[src/rtl/rx_dpll.sv]
module rx_dpll (
  input  logic       clk,
  input  logic       rst_n,
  input  logic       rx_in,
  input  logic [1:0] os_mode,
  input  logic [1:0] edge_sel,
  input  logic       rx_inv,
  output logic       rx_bit,
  output logic       rx_strobe,
  output logic       rx_edge
);
  localparam int CW = 5;

  logic          sync1, sync2, prev;
  logic [CW-1:0] cnt, mask, half, step;
  logic          adj_done, rise, fall, qual, adj, late, onex, at_mid;

  always_comb begin
    case (os_mode)
      2'd1:    mask = CW'(7);
      2'd2:    mask = CW'(15);
      2'd3:    mask = CW'(31);
      default: mask = '0;
    endcase
  end

  assign half    = (mask >> 1) + CW'(1);
  assign onex    = (os_mode == 2'd0);
  assign at_mid  = (cnt == half);
  assign rise    = sync2 & ~prev;
  assign fall    = ~sync2 & prev;
  assign rx_edge = rise | fall;

  always_comb begin
    case (edge_sel)
      2'd0:    qual = rise | fall;
      2'd1:    qual = rise;
      2'd2:    qual = fall;
      default: qual = 1'b0;
    endcase
  end

  assign late = (cnt < half);
  assign adj  = qual && !onex && (cnt != '0) && !adj_done;
  assign step = !adj ? CW'(1) : (late ? CW'(0) : CW'(2));

  always_ff @(posedge clk or negedge rst_n) begin
    if (!rst_n) begin
      sync1 <= 1'b0;
      sync2 <= 1'b0;
      prev  <= 1'b0;
    end else begin
      sync1 <= rx_in ^ rx_inv;
      sync2 <= sync1;
      prev  <= sync2;
    end
  end

  always_ff @(posedge clk or negedge rst_n) begin
    if (!rst_n) begin
      cnt      <= '0;
      adj_done <= 1'b0;
    end else begin
      cnt <= (cnt + step) & mask;
      if (adj)
        adj_done <= 1'b1;
      else if (at_mid)
        adj_done <= 1'b0;
    end
  end

  always_ff @(posedge clk or negedge rst_n) begin
    if (!rst_n) begin
      rx_strobe <= 1'b0;
      rx_bit    <= 1'b0;
    end else begin
      rx_strobe <= onex | at_mid;
      if (onex | at_mid)
        rx_bit <= sync2;
    end
  end


  onex_strobe_chk: assert property (@(posedge clk) disable iff (!rst_n)
    (onex && $past(os_mode) == 2'd0 && $past(rst_n)) |-> rx_strobe);


  onex_data_chk: assert property (@(posedge clk) disable iff (!rst_n)
    (onex && $past(os_mode) == 2'd0 && $past(rst_n, 3))
      |-> rx_bit == $past(rx_in ^ rx_inv, 3));


  strobe_single_chk: assert property (@(posedge clk) disable iff (!rst_n)
    (rx_strobe && !onex && $stable(os_mode)) |=> !rx_strobe);


  phase_step_chk: assert property (@(posedge clk) disable iff (!rst_n)
    (!onex && $stable(os_mode) && $past(rst_n))
      |-> (((cnt - $past(cnt)) & mask) <= CW'(2)));


  edge_src_chk: assert property (@(posedge clk) disable iff (!rst_n)
    (rx_edge && $past(rst_n, 3))
      |-> $past(rx_in ^ rx_inv, 2) != $past(rx_in ^ rx_inv, 3));
endmodule

[config.mk]
export PLATFORM = sky130hd
export DESIGN_NAME = rx_dpll
export DESIGN_NICKNAME = d
export VERILOG_FILES = /design/src/rtl/rx_dpll.sv
export SDC_FILE = /design/constraint.sdc
export NUM_CORES = 1
export LEC_CHECK = 0
export BUFFER_PORTS_ARGS = -buffer_cell sky130_fd_sc_hd__buf_2
export CORE_MARGIN = 5
export CORE_UTILIZATION = 47
export CTS_CLUSTER_SIZE = 12
export DETAILED_ROUTE_END_ITERATION = 8
export PLACE_DENSITY = 0.7
export SYNTH_ARGS = -nofsm -noshare
export SYNTH_HDL_FRONTEND = slang
export SYNTH_SLANG_ARGS = --single-unit
[constraint.sdc]
create_clock -name clk -period 6 [get_ports clk]
set_input_delay 0.3 -clock clk [delete_from_list [all_inputs] [get_ports clk]]
set_output_delay 0.3 -clock clk [all_outputs]
set_load 0.005 [all_outputs]
; ---- Word level (Yosys, flattened, before mapping)
; Cells that the tools add are included.
[classes]
n_bitwise = 8
addsub = 2
reduce_logical = 9
eq_ne = 6
order_cmp = 1
muxes = 6
[ops]
columns = operator, count
row1 = case mux 5 bit (3 select lines), 1
row2 = == test 2 bit (second input constant), 3
row3 = adder 4 x 1 -> 5 bit (second input constant), 1
row4 = adder 5 x 2 -> 5 bit, 1
row5 = AND 5 bit, 1
row6 = == test 5 bit, 1
row7 = less-than comparator 5 bit, 1
row8 = nonzero test 5 bit, 1
row9 = == test 2 x 1 -> 1 bit (second input constant), 2
row10 = zero test 2 bit, 2
row11 = 2-to-1 mux 2 bit, 2
row12 = logical AND 1 bit, 3
row13 = case mux 1 bit (3 select lines), 1
row14 = AND 1 bit, 2
row15 = zero test 1 bit, 2
row16 = 2-to-1 mux 1 bit, 2
row17 = NOT 1 bit, 2
row18 = OR 1 bit, 2
row19 = nonzero test 2 bit, 1
row20 = XOR 1 bit, 1
[word_totals]
out_inout_bits = 3
wordCells = 39
reg_bits = 11
inputBits = 8

; ---- Depth between registers and ports, before layout
[logic_depth]
depth_word = 10
mapped_depth = 11
mapped_depth_nobuf = 11

; ---- Worst setup path after synthesis
; OpenSTA, ideal clock, no wires.
[synth_timing]
kind = register to register
from = reg sync2
to = reg cnt[4]
t_arrival_ns = 2.071
stages_incl_launch_ff = 11
synth_period_minus_slack_ns = 2.149
setup_time_ns = 0.077
setup_slack_ns = 3.851
cell_sequence = dfrtp_1 > inv_1 > ha_1 > a22oi_1 > and3_1 > inv_1 > ha_1 > inv_1 > fa_1 > or3_1 > a21oi_1
[synth_via]
elab_chain_len = 10
[synth_lines]
columns = element, line
row1 = "start, declared", 14  ; logic sync1, sync2, prev;
row2 = "start signal, assigned", 54  ; sync2 <= sync1;
row3 = NOT 1 bit, 31  ; assign fall = ~sync2 & prev;
row4 = AND 1 bit, 31
row5 = OR 1 bit, 36  ; 2'd0: qual = rise | fall;
row6 = case mux 1 bit (3 select lines) (*), 35  ; case (edge_sel)
row7 = logical AND 1 bit (*) (3 in series), 44  ; assign adj = qual && !onex && (cnt != '0) && !adj_done;
row8 = 2-to-1 mux 2 bit (*), 45  ; assign step = !adj ? CW'(1) : (late ? CW'(0) : CW'(2));
row9 = adder 5 x 2 -> 5 bit (*), 64  ; cnt <= (cnt + step) & mask;
row10 = AND 5 bit (*), 64
row11 = "end signal, assigned", 64
row12 = "end, declared", 15  ; logic [CW-1:0] cnt, mask, half, step;
; Every way passes the cells marked *; elsewhere a longest branch is shown, timed or not.
; A chain may end at the register's enable or synchronous reset.

; ---- Final worst setup path
; Same ends and word-level chain as after synthesis.

==> impl_metrics.env <==
export IMPL_outcome="finished, final reports clean"
export IMPL_ant_nets=0
export IMPL_drv_slew=0
export IMPL_cts_tree="built"
export IMPL_tightest_slew_ns=0.245
export IMPL_ys_seq_area_share_pct=41.9
export IMPL_yosys_warnings=0
export IMPL_critical_path_max_fanout=4
export IMPL_max_cap_viol_count=0
export IMPL_cp_data_arrival_time_ns=2.53
export IMPL_fin_cells=95
export IMPL_p_comb_share_pct=39.9
export IMPL_placed_cells=90
export IMPL_fmax_mhz=426
export IMPL_ios=11
export IMPL_synth_edf_count=0
export IMPL_post_route_min_period_ns=2.35
export IMPL_intPower_uw=176
export IMPL_fin_util_pct=57.8
export IMPL_cts_max_level=1
export IMPL_netlist_area_leader_share_pct=41.9
export IMPL_hold_viol=0
export IMPL_clock_sinks=11
export IMPL_min_period_over_period_pct=39.1
export IMPL_drt_vias_per_instance=5.02
export IMPL_power_density_mw_per_mm2=353
export IMPL_grt_max_degree=12
export IMPL_postRouteWirelength_um=1090
export IMPL_grt_util_all_layers_pct=13.2
export IMPL_yosysMostFrequentCell="dfrtp_1"
export IMPL_critPathCaptureType="register"
export IMPL_path_clk_slew_ns=0.06
export IMPL_synthDistinctLibCells=24
export IMPL_drt_pass1_iterations=2
export IMPL_yosys_top_cells_count="dfrtp_1, nand2_1, ha_1"
export IMPL_synth_cells=65
export IMPL_nets=98
export IMPL_power_switching_uw=93.0
export IMPL_diodes=0
export IMPL_fp_row_count=13
export IMPL_gp_congestion=0.755
export IMPL_core_region_area_mm2=0.00132
export IMPL_start_util_pct=49.9
export IMPL_die_w_um=47.4
export IMPL_port_buffers=10
export IMPL_overflow=0
export IMPL_clock_latency_ns=0.26
export IMPL_grt_pass1_vias=500
export IMPL_design_die_area_mm2=0.00225
export IMPL_drt_iter0_markers=6
export IMPL_syn_area_um2=657
export IMPL_cp_start_kind="register"
export IMPL_grt_first_pass_wirelength_um=2010
export IMPL_ys_ff_latch=11
export IMPL_r2r_setup_slack_ns=3.65
export IMPL_postSynthAreaPerCell_um2=10.1
export IMPL_setup_viol=0
export IMPL_swShare_pct=34.6
export IMPL_clockBufferDepth=2
export IMPL_die_h_um=47.4
export IMPL_cts_buffers_inserted=3
export IMPL_p_seq_share_pct=42.3
export IMPL_via_count=477
export IMPL_synthFlopType="dfrtp_1"
export IMPL_post_cts_buffers=0
export IMPL_cellLeakagePower_uw=0.000392
export IMPL_dp_hpwl_um=889
export IMPL_drive_gt1_share_pct=21.3
export IMPL_ir_worst_vdd_uv=192
export IMPL_syn_to_final_growth_pct=16.0
export IMPL_yosys_top_cells_area="dfrtp_1, ha_1, nand2_1"
export IMPL_root_buffer="clkbuf_4"
export IMPL_path_class="register to register"
export IMPL_synthArstFlopShare_pct=100
export IMPL_fin_tns_setup_ns=0
export IMPL_yosysTopAreaCell="dfrtp_1"
export IMPL_rsz0062_at_grt="false"
export IMPL_avgRoutedWirePerCell_um=11.5
export IMPL_worstPathRequired_ns=6.19
export IMPL_fin_worst_skew_ns=0.00417
export IMPL_slew_headroom_pct=83.6
export IMPL_drc_errors=0
export IMPL_antenna_found_initial=0
export IMPL_synth_fp_nets=82
export IMPL_finalPower_uw=269
export IMPL_hp_class="primary input to register"
export IMPL_power_frac_clock_pct=17.9
## power groups by stage
stage	registers [uW]	logic [uW]	clock network (uW)
3_3_place_gp	115	102	0
5_1_grt	116	126	55.9
6_report	114	107	48.0
2_1_floorplan	111	77.1	0
3_5_place_dp	115	108	0
4_1_cts	113	109	50.8
## worst max-delay path, stage by stage, from the launching register on
cell	delay [ns]
dfrtp_1	0.40
inv_1	0.06
ha_1	0.29
a22oi_1	0.06
and3_1	0.21
inv_1	0.08
ha_1	0.17
inv_1	0.06
fa_1	0.42
or3_1	0.39
a21oi_1	0.14
## per-stage QoR
stage | setup slack [ns] | hold slack [ns] | area [um^2]
after floorplan | 3.85 | 0.00441 | 657
after global placement | 3.65 | 0.178 | 726
after detailed placement | 3.57 | 0.176 | 726
after CTS | 3.65 | 0.203 | 762
after global routing | 3.51 | 0.206 | 762
final | 3.65 | 0.214 | 762
## per-layer routing
| layer | track usage [%] | vias to the layer above | wire length [um] |
|---|---|---|---|
| li1 | - | 244 | - |
| met1 | 15.7 | 222 | 463 |
| met2 | 22.7 | 11 | 565 |
| met3 | 5.75 | 0 | 59 |
| met4 | 1.66 | 0 | 0 |
| met5 | 0 | - | 0 |
## registers in the layout (all words and copies together), names as in the netlist
signal     cells
cnt            5
adj_done       1
prev           1
rx_bit         1
rx_strobe      1
sync1          1
sync2          1
## cell families (layout without fill, tap and decap cells)
logic type      count (synthesis)  in the layout  share of synthesized area (%)
simple gates                   26             26                           21.0
flops                          11             11                           41.9
fa+ha+maj                       9              9                           18.3
compound gates                  8              8                           8.57
buf+inv                         7             22                           4.00
xor+xnor                        3              3                           4.00
mux                             1              1                           2.29
## path summary, 6_finish.rpt
path,from,end,cells past startpoint
max,sync2,cnt[4],10
min,rx_in,sync1,2
max reg2reg,sync2,cnt[4],10
min reg2reg,sync1,sync2,0
max in group asynchronous,rst_n,cnt[4],2
min in group asynchronous,rst_n,rx_bit,2
## cell type report
type	count	area (um^2)
Fill cell	127	556
Multi-Input combinational cell	47	355
Sequential cell	11	275
Timing Repair Buffer	11	60.1
Clock buffer	4	26.3
Inverter	7	26.3
Tap cell	15	18.8
## placed cells by master (no fill, tap or decap)
cell type / instances
or2b_1: 1
nor2b_1: 2
a21o_1: 1
o21ai_4: 1
clkbuf_4: 3
or3_1: 1
nor2_1: 3
or3_4: 1
nand2_1: 9
nand2b_1: 3
clkbuf_1: 1
a22oi_1: 1
o21ai_0: 2
buf_2: 10
inv_1: 7
nor3_1: 1
nor2_2: 1
dfrtp_1: 11
mux2_4: 1
ha_1: 8
and2_1: 2
a21oi_1: 3
nor4_1: 1
xnor2_1: 1
xor2_1: 2
dlygate4sd3_1: 1
and3_1: 1
fa_1: 1
## repair_timing
| action | in CTS | in global routing |
|---|---|---|
| hold buffers | 1 | 0 |
| endpoints found under the setup margin | 0 | 0 |
| hold endpoints to repair | 11 | 0 |
| resized for setup | 0 | 0 |
Power figures use the tool's default switching activity.
